## config.mk

```make
export PLATFORM = sky130hd
export DESIGN_NAME = ptdma_channel
export DESIGN_NICKNAME = d
export VERILOG_FILES = /design/src/rtl/ptdma_pkg.sv /design/src/rtl/ptdma_xlate.sv /design/src/rtl/ptdma_engine.sv /design/src/rtl/ptdma_regs.sv /design/src/rtl/ptdma_channel.sv
export SDC_FILE = /design/constraint.sdc
export NUM_CORES = 1
export LEC_CHECK = 0
export ABC_AREA = 1
export ABC_CLOCK_PERIOD_IN_PS = 7560
export CORE_UTILIZATION = 48
export CTS_CLUSTER_DIAMETER = 100
export CTS_CLUSTER_SIZE = 14
export DETAILED_ROUTE_END_ITERATION = 6
export GPL_ROUTABILITY_DRIVEN = 0
export GPL_TIMING_DRIVEN = 0
export PLACE_DENSITY = 0.9
export SETUP_SLACK_MARGIN = 0.15
export SYNTH_ARGS = -nofsm -noshare
export SYNTH_HDL_FRONTEND = slang
export SYNTH_SLANG_ARGS = --single-unit
export TNS_END_PERCENT = 30
```

## constraint.sdc

```tcl
create_clock -name clk -period 7.56 [get_ports clk]
set_input_delay 1.134 -clock clk [delete_from_list [all_inputs] [get_ports clk]]
set_output_delay 1.134 -clock clk [all_outputs]
set_load 0.05 [all_outputs]
```

## src/rtl/ptdma_pkg.sv

```systemverilog
package ptdma_pkg;
  localparam int WORD_W    = 32;
  localparam int PAGE_BITS = 12;
  localparam int PAGE_SIZE = 1 << PAGE_BITS;
  localparam int IDX_W     = WORD_W - PAGE_BITS;
  localparam int ENT_SHIFT = 3;   // 8-byte table entries

  localparam int CTL_EN    = 0;
  localparam int CTL_TODEV = 1;
  localparam int CTL_TC    = 8;
  localparam int CTL_MERR  = 9;
  localparam int CTL_AERR  = 10;

  typedef enum logic [1:0] {ST_IDLE, ST_FETCH, ST_XFER} ptdma_state_e;

  // table entry location, top bit dropped
  function automatic logic [WORD_W-1:0] entry_addr(input logic [WORD_W-1:0] base,
                                                   input logic [IDX_W-1:0] idx);
    logic [WORD_W-1:0] a;
    a = base + ({{(WORD_W-IDX_W){1'b0}}, idx} << ENT_SHIFT);
    a[WORD_W-1] = 1'b0;
    return a;
  endfunction

  function automatic logic limit_hit(input logic [IDX_W-1:0] idx,
                                     input logic [WORD_W-1:0] limit);
    return {{(WORD_W-IDX_W){1'b0}}, idx} >= (limit >> ENT_SHIFT);
  endfunction

  // bytes in this access: bounded by word end, bytes left and page end
  function automatic logic [2:0] chunk_len(input logic [1:0] lane,
                                           input logic [PAGE_BITS-1:0] off,
                                           input logic [WORD_W-1:0] rem);
    logic [WORD_W-1:0] n;
    logic [WORD_W-1:0] room;
    n = WORD_W'(4) - WORD_W'(lane);
    if (rem < n) n = rem;
    room = WORD_W'(PAGE_SIZE) - WORD_W'(off);
    if (room < n) n = room;
    return n[2:0];
  endfunction

  function automatic logic [3:0] lane_mask(input logic [1:0] lane, input logic [2:0] n);
    logic [4:0] ones;
    ones = (5'd1 << n) - 5'd1;
    return ones[3:0] << lane;
  endfunction
endpackage

```

## src/rtl/ptdma_xlate.sv

```systemverilog
module ptdma_xlate
  import ptdma_pkg::*;
(
  input  logic [WORD_W-1:0] cur_addr,
  input  logic [WORD_W-1:0] tbl_base,
  input  logic [WORD_W-1:0] tbl_limit,
  input  logic [WORD_W-1:0] frame,
  input  logic [WORD_W-1:0] remaining,
  output logic [WORD_W-1:0] ent_addr,
  output logic [WORD_W-1:0] word_addr,
  output logic              over_limit,
  output logic [3:0]        lane_be,
  output logic [2:0]        nbytes,
  output logic              page_end
);
  logic [IDX_W-1:0]     idx;
  logic [PAGE_BITS-1:0] off;
  logic [WORD_W-1:0]    ent;
  logic [WORD_W-1:0]    phys;
  logic [PAGE_BITS:0]   off_next;

  assign idx        = cur_addr[WORD_W-1:PAGE_BITS];
  assign off        = cur_addr[PAGE_BITS-1:0];
  assign ent        = entry_addr(tbl_base, idx);
  assign ent_addr   = {ent[WORD_W-1:2], 2'b00};
  assign over_limit = limit_hit(idx, tbl_limit);
  assign phys       = frame + {{IDX_W{1'b0}}, off};
  assign nbytes     = chunk_len(phys[1:0], off, remaining);
  assign lane_be    = lane_mask(phys[1:0], nbytes);
  assign word_addr  = {phys[WORD_W-1:2], 2'b00};
  assign off_next   = {1'b0, off} + {{(PAGE_BITS-2){1'b0}}, nbytes};
  assign page_end   = off_next[PAGE_BITS];
endmodule

```

## src/rtl/ptdma_engine.sv

```systemverilog
module ptdma_engine
  import ptdma_pkg::*;
#(
  parameter int LEN_W = 16
) (
  input  logic              clk,
  input  logic              rst_n,
  input  logic              req_valid,
  input  logic              req_to_dev,
  input  logic [LEN_W-1:0]  req_len,
  input  logic [WORD_W-1:0] ctrl,
  input  logic [WORD_W-1:0] count,
  input  logic [WORD_W-1:0] start_addr,
  input  logic [WORD_W-1:0] tbl_base,
  input  logic [WORD_W-1:0] tbl_limit,
  input  logic              mem_ready,
  input  logic [WORD_W-1:0] mem_rdata,
  input  logic [WORD_W-1:0] dev_wdata,
  output logic              req_ready,
  output logic              busy,
  output logic              ev_accept,
  output logic              ev_reject,
  output logic              ev_fin,
  output logic [WORD_W-1:0] fin_bytes,
  output logic              mem_valid,
  output logic              mem_we,
  output logic [WORD_W-1:0] mem_addr,
  output logic [3:0]        mem_be,
  output logic [WORD_W-1:0] mem_wdata,
  output logic [WORD_W-1:0] dev_rdata,
  output logic [3:0]        dev_be,
  output logic              dev_strobe
);
  ptdma_state_e      state_q;
  logic [WORD_W-1:0] cur_q, rem_q, moved_q, frame_q;
  logic              todev_q;

  logic [WORD_W-1:0] ent_addr, word_addr, len_ext, clamp;
  logic              over_limit, page_end;
  logic [3:0]        lane_be;
  logic [2:0]        nbytes;
  logic              bad_req, ev_start, ev_empty, hs;
  logic              ev_fetch_done, ev_stop_limit, ev_word_done, ev_last;

  ptdma_xlate u_xlate (
    .cur_addr  (cur_q),
    .tbl_base  (tbl_base),
    .tbl_limit (tbl_limit),
    .frame     (frame_q),
    .remaining (rem_q),
    .ent_addr  (ent_addr),
    .word_addr (word_addr),
    .over_limit(over_limit),
    .lane_be   (lane_be),
    .nbytes    (nbytes),
    .page_end  (page_end)
  );

  assign req_ready = (state_q == ST_IDLE);
  assign busy      = (state_q != ST_IDLE);
  assign len_ext   = WORD_W'(req_len);
  assign clamp     = (len_ext > count) ? count : len_ext;

  assign bad_req   = !ctrl[CTL_EN] || (req_to_dev != ctrl[CTL_TODEV]);
  assign ev_accept = req_valid && req_ready;
  assign ev_reject = ev_accept && bad_req;
  assign ev_start  = ev_accept && !bad_req;
  assign ev_empty  = ev_start && (clamp == '0);

  assign mem_valid = (state_q == ST_XFER) || ((state_q == ST_FETCH) && !over_limit);
  assign mem_we    = (state_q == ST_XFER) && !todev_q;
  assign mem_addr  = (state_q == ST_FETCH) ? ent_addr : word_addr;
  assign mem_be    = (state_q == ST_FETCH) ? 4'hF : lane_be;
  assign mem_wdata = dev_wdata;
  assign hs        = mem_valid && mem_ready;

  assign ev_fetch_done = (state_q == ST_FETCH) && hs;
  assign ev_stop_limit = (state_q == ST_FETCH) && over_limit;
  assign ev_word_done  = (state_q == ST_XFER) && hs;
  assign ev_last       = ev_word_done && (rem_q == WORD_W'(nbytes));
  assign ev_fin        = ev_empty || ev_stop_limit || ev_last;

  always_comb begin
    fin_bytes = '0;
    if (ev_last)            fin_bytes = moved_q + WORD_W'(nbytes);
    else if (ev_stop_limit) fin_bytes = moved_q;
  end

  assign dev_strobe = ev_word_done;
  assign dev_be     = lane_be;
  assign dev_rdata  = mem_rdata;

  always_ff @(posedge clk) begin
    if (!rst_n) begin
      state_q <= ST_IDLE;
      cur_q   <= '0;
      rem_q   <= '0;
      moved_q <= '0;
      frame_q <= '0;
      todev_q <= 1'b0;
    end else begin
      unique case (state_q)
        ST_IDLE: if (ev_start && !ev_empty) begin
          cur_q   <= start_addr;
          rem_q   <= clamp;
          moved_q <= '0;
          todev_q <= req_to_dev;
          state_q <= ST_FETCH;
        end
        ST_FETCH: begin
          if (ev_stop_limit) state_q <= ST_IDLE;
          else if (ev_fetch_done) begin
            frame_q <= mem_rdata;
            state_q <= ST_XFER;
          end
        end
        ST_XFER: if (ev_word_done) begin
          cur_q   <= cur_q + WORD_W'(nbytes);
          rem_q   <= rem_q - WORD_W'(nbytes);
          moved_q <= moved_q + WORD_W'(nbytes);
          if (ev_last)       state_q <= ST_IDLE;
          else if (page_end) state_q <= ST_FETCH;
        end
        default: state_q <= ST_IDLE;
      endcase
    end
  end
endmodule

```

## src/rtl/ptdma_regs.sv

```systemverilog
module ptdma_regs
  import ptdma_pkg::*;
(
  input  logic              clk,
  input  logic              rst_n,
  input  logic              cfg_we,
  input  logic [1:0]        cfg_sel,
  input  logic [WORD_W-1:0] cfg_wdata,
  input  logic              busy,
  input  logic              ev_accept,
  input  logic              ev_reject,
  input  logic              ev_fin,
  input  logic [WORD_W-1:0] fin_bytes,
  output logic [WORD_W-1:0] ctrl_q,
  output logic [WORD_W-1:0] count_q,
  output logic [WORD_W-1:0] start_q,
  output logic              err_q
);
  logic [WORD_W-1:0] ctrl_n, count_n, start_n;
  logic              err_n;
  logic              wr_ok;

  assign wr_ok = cfg_we && !busy && !ev_accept;

  always_comb begin
    ctrl_n  = ctrl_q;
    count_n = count_q;
    start_n = start_q;
    err_n   = err_q;
    if (wr_ok) begin
      unique case (cfg_sel)
        2'd0:    ctrl_n  = cfg_wdata;
        2'd1:    count_n = cfg_wdata;
        2'd2:    start_n = cfg_wdata;
        default: ;
      endcase
    end
    if (ev_accept) begin
      ctrl_n[CTL_TC]   = 1'b0;
      ctrl_n[CTL_MERR] = 1'b0;
      ctrl_n[CTL_AERR] = 1'b0;
    end
    if (ev_reject) begin
      ctrl_n[CTL_MERR] = 1'b1;
      err_n            = 1'b1;
    end
    if (ev_fin) begin
      ctrl_n[CTL_TC] = 1'b1;
      count_n        = count_n - fin_bytes;
    end
  end

  always_ff @(posedge clk) begin
    if (!rst_n) begin
      ctrl_q  <= '0;
      count_q <= '0;
      start_q <= '0;
      err_q   <= 1'b0;
    end else begin
      ctrl_q  <= ctrl_n;
      count_q <= count_n;
      start_q <= start_n;
      err_q   <= err_n;
    end
  end
endmodule

```

## src/rtl/ptdma_channel.sv

```systemverilog
module ptdma_channel
  import ptdma_pkg::*;
#(
  parameter int LEN_W = 16
) (
  input  logic             clk,
  input  logic             rst_n,
  input  logic             cfg_we,
  input  logic [1:0]       cfg_sel,
  input  logic [31:0]      cfg_wdata,
  input  logic [31:0]      tbl_base,
  input  logic [31:0]      tbl_limit,
  input  logic             req_valid,
  input  logic             req_to_dev,
  input  logic [LEN_W-1:0] req_len,
  output logic             req_ready,
  output logic             busy,
  output logic [31:0]      ctrl_q,
  output logic [31:0]      count_q,
  output logic [31:0]      start_q,
  output logic             chan_err,
  output logic             mem_valid,
  output logic             mem_we,
  output logic [31:0]      mem_addr,
  output logic [3:0]       mem_be,
  output logic [31:0]      mem_wdata,
  input  logic             mem_ready,
  input  logic [31:0]      mem_rdata,
  input  logic [31:0]      dev_wdata,
  output logic [31:0]      dev_rdata,
  output logic [3:0]       dev_be,
  output logic             dev_strobe
);
  logic              ev_accept, ev_reject, ev_fin;
  logic [WORD_W-1:0] fin_bytes;

  ptdma_engine #(.LEN_W(LEN_W)) u_engine (
    .clk       (clk),
    .rst_n     (rst_n),
    .req_valid (req_valid),
    .req_to_dev(req_to_dev),
    .req_len   (req_len),
    .ctrl      (ctrl_q),
    .count     (count_q),
    .start_addr(start_q),
    .tbl_base  (tbl_base),
    .tbl_limit (tbl_limit),
    .mem_ready (mem_ready),
    .mem_rdata (mem_rdata),
    .dev_wdata (dev_wdata),
    .req_ready (req_ready),
    .busy      (busy),
    .ev_accept (ev_accept),
    .ev_reject (ev_reject),
    .ev_fin    (ev_fin),
    .fin_bytes (fin_bytes),
    .mem_valid (mem_valid),
    .mem_we    (mem_we),
    .mem_addr  (mem_addr),
    .mem_be    (mem_be),
    .mem_wdata (mem_wdata),
    .dev_rdata (dev_rdata),
    .dev_be    (dev_be),
    .dev_strobe(dev_strobe)
  );

  ptdma_regs u_regs (
    .clk      (clk),
    .rst_n    (rst_n),
    .cfg_we   (cfg_we),
    .cfg_sel  (cfg_sel),
    .cfg_wdata(cfg_wdata),
    .busy     (busy),
    .ev_accept(ev_accept),
    .ev_reject(ev_reject),
    .ev_fin   (ev_fin),
    .fin_bytes(fin_bytes),
    .ctrl_q   (ctrl_q),
    .count_q  (count_q),
    .start_q  (start_q),
    .err_q    (chan_err)
  );
endmodule

```

# After elaboration in Yosys (flattened, before gate mapping)
# Cells that the tools add are included.
# totals
register_bits	228
latch_bits	0
ram_bits	0
mem_bits_ro	0
input_bits	184
output_inout_bits	206
elab_cells	115
mem_count	0
# classes
n_addsub	10
mul	0
div_mod_pow	0
n_lt_le_gt_ge	4
eq_ne	10
shift	2
n_mux	31
bitwise_logic	2
reduce_logical	43
# op_table
op	n
2-to-1 mux 32 bit	14
one-hot mux 32 bit (2 select lines)	3
adder 32 x 3 -> 32 bit	2
< comparator 32 bit	2
adder 32 x 12 -> 32 bit	1
== test 32 x 3 -> 1 bit	1
greater-than comparator 16 x 32 -> 1 bit	1
logical NOT 32 bit	1
subtractor 32 x 3 -> 32 bit	1
subtractor 32 bit	1
adder 31 x 23 -> 31 bit	1
>= comparator 20 x 29 -> 1 bit	1
2-to-1 mux 10 bit	2
logical AND 1 bit	14
2-to-1 mux 2 bit	7
subtractor 13 x 12 -> 14 bit, first input constant	1
adder 12 x 3 -> 13 bit	1
nonzero test 3 bit	4
AND reduction 2 bit	5
logical NOT 1 bit	7
one-hot mux 2 bit (3 select lines)	1
AND reduction 3 bit	2
== test 2 x 1 -> 1 bit, second input constant	2
== test 2 bit, second input constant	2
other kinds (18)	25

# Depth between registers and ports, before layout
# logic_depth
depth_word	11
mapped_depth	60
ltp_nobuf	60

# Hierarchy
# From an unflattened synthesis, not the netlist that was laid out.
# hier_totals
hier_cells	3259
hier_area_um2	19628.8
# modules_own_cells
module	instances	cells_per_inst	area_per_inst_um2	seq_area_each_um2
ptdma_engine	1	1583	9601.7	2622.5
ptdma_regs	1	1076	6379.9	1941.9
ptdma_xlate	1	600	3647.2	0.0

# Worst setup path before layout
# OpenSTA, ideal clock, no wires.
# synth_path
path_type	reg-to-reg
from	register u_engine.cur_q[0]
to	register u_regs.count_q[31]
setup_ps	132
arrival_ps	7093
required_ps	7428
path_slack_ps	335
path_stages_with_launch	58
path_buffers	0
synth_period_minus_slack_ps	7225
path_cell_list	dfxtp_1 -> ha_1 -> inv_1 -> fa_1 -> inv_1 -> nor2_1 -> inv_1 -> ha_1 -> or2_2 -> nor2_1 -> inv_1 -> nor2_1 -> nand2_1 -> nand2_1 -> o21a_1 -> inv_1 -> ha_1 -> nand2_1 -> (+22 left out) -> nor3_2 -> nand2_1 -> nor2_1 -> xor2_1 -> o22ai_1 -> inv_1 -> ha_1 -> a21oi_1 -> o21a_1 -> nor2_1 -> a2111oi_0 -> o21ai_0 -> a21oi_1 -> inv_1 -> nand2_1 -> nand2_1 -> nand2_1 -> a21oi_1
# synth_between
elab_chain_len	11
word_cells_on_any_way	14
cone_classes	add/sub: 5; order compare: 2; eq/ne: 1; mux: 4; reduce/logical: 2
# synth_lines
element	line	text
start: declaration	ptdma_engine.sv:35	logic [WORD_W-1:0] cur_q, rem_q, moved_q, frame_q;
start signal: assignment	ptdma_engine.sv:104	cur_q <= start_addr;
start signal: assignment	ptdma_engine.sv:118	cur_q <= cur_q + WORD_W'(nbytes);
adder 32 x 12 -> 32 bit	ptdma_xlate.sv:27	assign phys = frame + {{IDX_W{1'b0}}, off};
subtractor 3 x 2 -> 4 bit	ptdma_pkg.sv:36	n = WORD_W'(4) - WORD_W'(lane);
< comparator 32 bit	ptdma_pkg.sv:37	if (rem < n) n = rem;
2-to-1 mux 32 bit	ptdma_pkg.sv:37	
< comparator 32 bit	ptdma_pkg.sv:39	if (room < n) n = room;
2-to-1 mux 3 bit (*)	ptdma_pkg.sv:39	
parallel branches: the longest is 4 deep, another holds adder 32 x 3 -> 32 bit	n/a	
2-to-1 mux 32 bit (*)	ptdma_regs.sv:47	if (ev_fin) begin
end signal: assignment	ptdma_regs.sv:61	count_q <= count_n;
end: declaration	ptdma_regs.sv:15	output logic [WORD_W-1:0] count_q,
# Mark *: on every way between the ends.
# A chain may end at the register's enable or synchronous reset.

# Worst setup path after layout
# Same ends and word-level chain as after synthesis.

==> impl_metrics.toml <==
[cts]
cts.clk_slew.worst_paths_ps = 70
cts_buffers = 20
cts.sinks = 228
root_buffer = "clkbuf_16"
htreeDepth = 1
insertion_delay_ps = 540
cts_tree = "yes"
cts_buffer_depth = 3

[logic_synthesis]
synth_edf_count = 0
ys_types = 55
synth_top_area_cell = "dfxtp_1"
yosysMostFrequentCell = "nor2_1"
syn_area_mm2 = 0.0181
synth_top_area_share_pct = 25.2
async_flop_share_pct = 0
ys.warnings.count = 0
synth_commonest_cells = "nor2_1 (581), nand2_1 (454), inv_1 (336)"
yosys-top-cells-area = "dfxtp_1 (25%), nor2_1 (12%), nand2_1 (9.4%)"
synth_seq_area_share_pct = 25.2
syn_avg_cell_area_um2 = 6.29
synth-seq-cells = 228
syn_inst = 2882
synthFlopType = "dfxtp_1"

[timing]
rsz0062_at_grt = "true"
drv_slew = 0
setup_violations = 1
clock_skew_ps = 37.8
max_slew_margin_pct = 26.5
whs_ps = 468
fin_crit_sh_pct = 102
hold_violations = 0
tightest_slew_ps = 1100
layout_setup_ws_ps = -139
fmax_ghz = 0.130
min_period_ps = 7700

[worst_setup_path]
endpoint_kind = "flop"
cp_max_fo = 6
slowest_stage = "fa_2"
cpMostUsedCell = "nand2_1"
crit_family = "simple AND/OR/NAND/NOR gates"
path_buf_inv = 9
cpPeakStageDelay_ps = 570
crit_cells = 54
reg2reg_depth = 54
startpoint_type = "flop"
crit_required_ps = 7960
arrival_ps = 8090
critical_path_class = "reg -> reg"

[routing]
wl_mm = 70.7
drt_iter0_markers = 2731
routed.top_layer = "met5"
ant_nets = 0
drtPass1Iterations = 7
post_drt_via_cell_ratio = 5.75
wl_per_cell_um = 18.4
m1WireLength_mm = 25.2
drc_errors = 14
wl_met2_mm = 31.8
num_vias = 22000
wl_met3_mm = 8.89

[global_route]
grt_pass1_wl_mm = 104
antenna_found_initial = 3
track_usage_pct = 34.1
gr-total-overflow = 0
grt_max_degree = 15
grt_pass1_vias = 19900

[power]
power_per_cell_area_mw_per_mm2 = 238
vdd_drop_max_mv = 0.170
power_mw = 5.68
p_leak_nw = 10.8

[finish]
nets = 3641
multi_input_area_mm2 = 0.0118
area_delta_synth_final_pct = 31.8
seqCellArea_mm2 = 0.00457
final_util_pct = 64.8
drive_above_1_share_pct = 9.71
fillers = 3003

[hold_path]
min_path_cells = 2
min_path_type = "reg -> reg"

[die]
initial_utilization_pct = 49.1
fp.dieW_um = 196
die-area_mm2 = 0.0385
coreArea_mm2 = 0.0369
io_pins = 390
dieHeight_um = 196
num_rows = 70

[job]
cap_violations = 0

[place]
portBuffers = 348
dp_hpwl_mm = 53.2

[status]
status = "finished, violations left"
violations = "design-rule violations, negative setup slack"
==> what timing repair did <==
| item | 4_1_cts | 5_1_grt |
|---|---|---|
| pin swaps | 28 | 55 |
| hold endpoints to repair | 0 | 0 |
| setup buffers | 44 | 21 |
| setup endpoints to repair | 31 | 20 |
| hold buffers | 0 | 0 |
| gates resized for setup | 70 | 87 |
==> logic make-up after synthesis <==
kind of cell	share of synthesized area [%]
AO/OA/AOI/OAI	18.2
flip-flops	25.2
buffers and inverters	12.6
adder cells (fa/ha/maj)	9.23
XOR/XNOR	5.71
other	0.0415
multiplexers	0.546
AND/OR/NAND/NOR	28.5
==> metal layers <==
layer / GRT usage, % / vias up
met1: 40.0 / 9899
met4: 20.9 / 4
met5: 1.02 / -
met3: 7.56 / 349
li1: - / 10200
met2: 56.4 / 1586
==> tightest hold or removal path, delay by kind of cell (launching register included) <==
kind,cells,cell delay (ps)
AO/OA/AOI/OAI,1,50
flip-flops,1,310
AND/OR/NAND/NOR,1,60
==> through the flow <==
stage / instances / setup TNS [ps] / setup WS [ps] / area, µm²
after CTS: 3811 / 0 / 36.9 / 23400
after global routing: 3833 / -1950 / -370 / 23900
after detailed placement: 3744 / -13670 / -1110 / 22300
final: 3833 / -139 / -139 / 23900
after global placement: 3744 / -13180 / -1130 / 22300
after floorplan: 2892 / 0 / 335 / 18200
==> layout by cell type, fill, tap and decap left out, types with 26 or more instances in the layout <==
| cell | netlist | final |
|---|---|---|
| nor2_1 | 581 | 574 |
| nand2_1 | 454 | 438 |
| clkdlybuf4s50_1 | 0 | 348 |
| inv_1 | 336 | 323 |
| o21ai_0 | 314 | 300 |
| dfxtp_1 | 228 | 225 |
| a21oi_1 | 189 | 175 |
| buf_4 | 68 | 128 |
| ha_1 | 124 | 111 |
| xor2_1 | 92 | 91 |
| nand3_1 | 82 | 81 |
| clkbuf_1 | 80 | 78 |
| o21ai_1 | 41 | 44 |
| nand4_1 | 41 | 41 |
| nor3_1 | 41 | 38 |
| xnor2_1 | 26 | 26 |
==> worst paths after layout <==
| kind | from | endpoint | slack, ps |
|---|---|---|---|
| setup / recovery | u_engine.cur_q[0] | u_regs.count_q[31] | -140 |
| hold reg to reg | u_engine.todev_q | u_engine.todev_q | 470 |
| hold / removal | u_engine.todev_q | u_engine.todev_q | 470 |
| setup reg to reg | u_engine.cur_q[0] | u_regs.count_q[31] | -140 |
==> report_power, final <==
part / switching [mW] / leakage (nW) / internal, mW
Sequential: 0.0974 / 1.85 / 1.28
Combinational: 2.15 / 8.67 / 1.17
Clock: 0.481 / 0.272 / 0.509
==> layout make-up <==
type | count | share of cell area [%]
Clock buffer | 20 | 2.10
Timing Repair Buffer | 413 | 16.7
Antenna cell | 1 | 0.0105
Sequential cell | 228 | 19.2
Clock inverter | 3 | 0.231
Inverter | 341 | 5.40
Buffer | 174 | 4.22
Tap cell | 504 | 2.64
Multi-Input combinational cell | 2149 | 49.5
==> registers in the layout (all words and copies together), names as in the netlist <==
register,count
u_engine.rem_q,32
u_regs.start_q,32
u_engine.frame_q,32
u_engine.cur_q,32
u_regs.ctrl_q,32
u_engine.todev_q,1
u_engine.moved_q,32
u_engine.state_q,2
u_regs.count_q,32
u_regs.err_q,1
No activity file was read; power rests on OpenSTA's default activity.
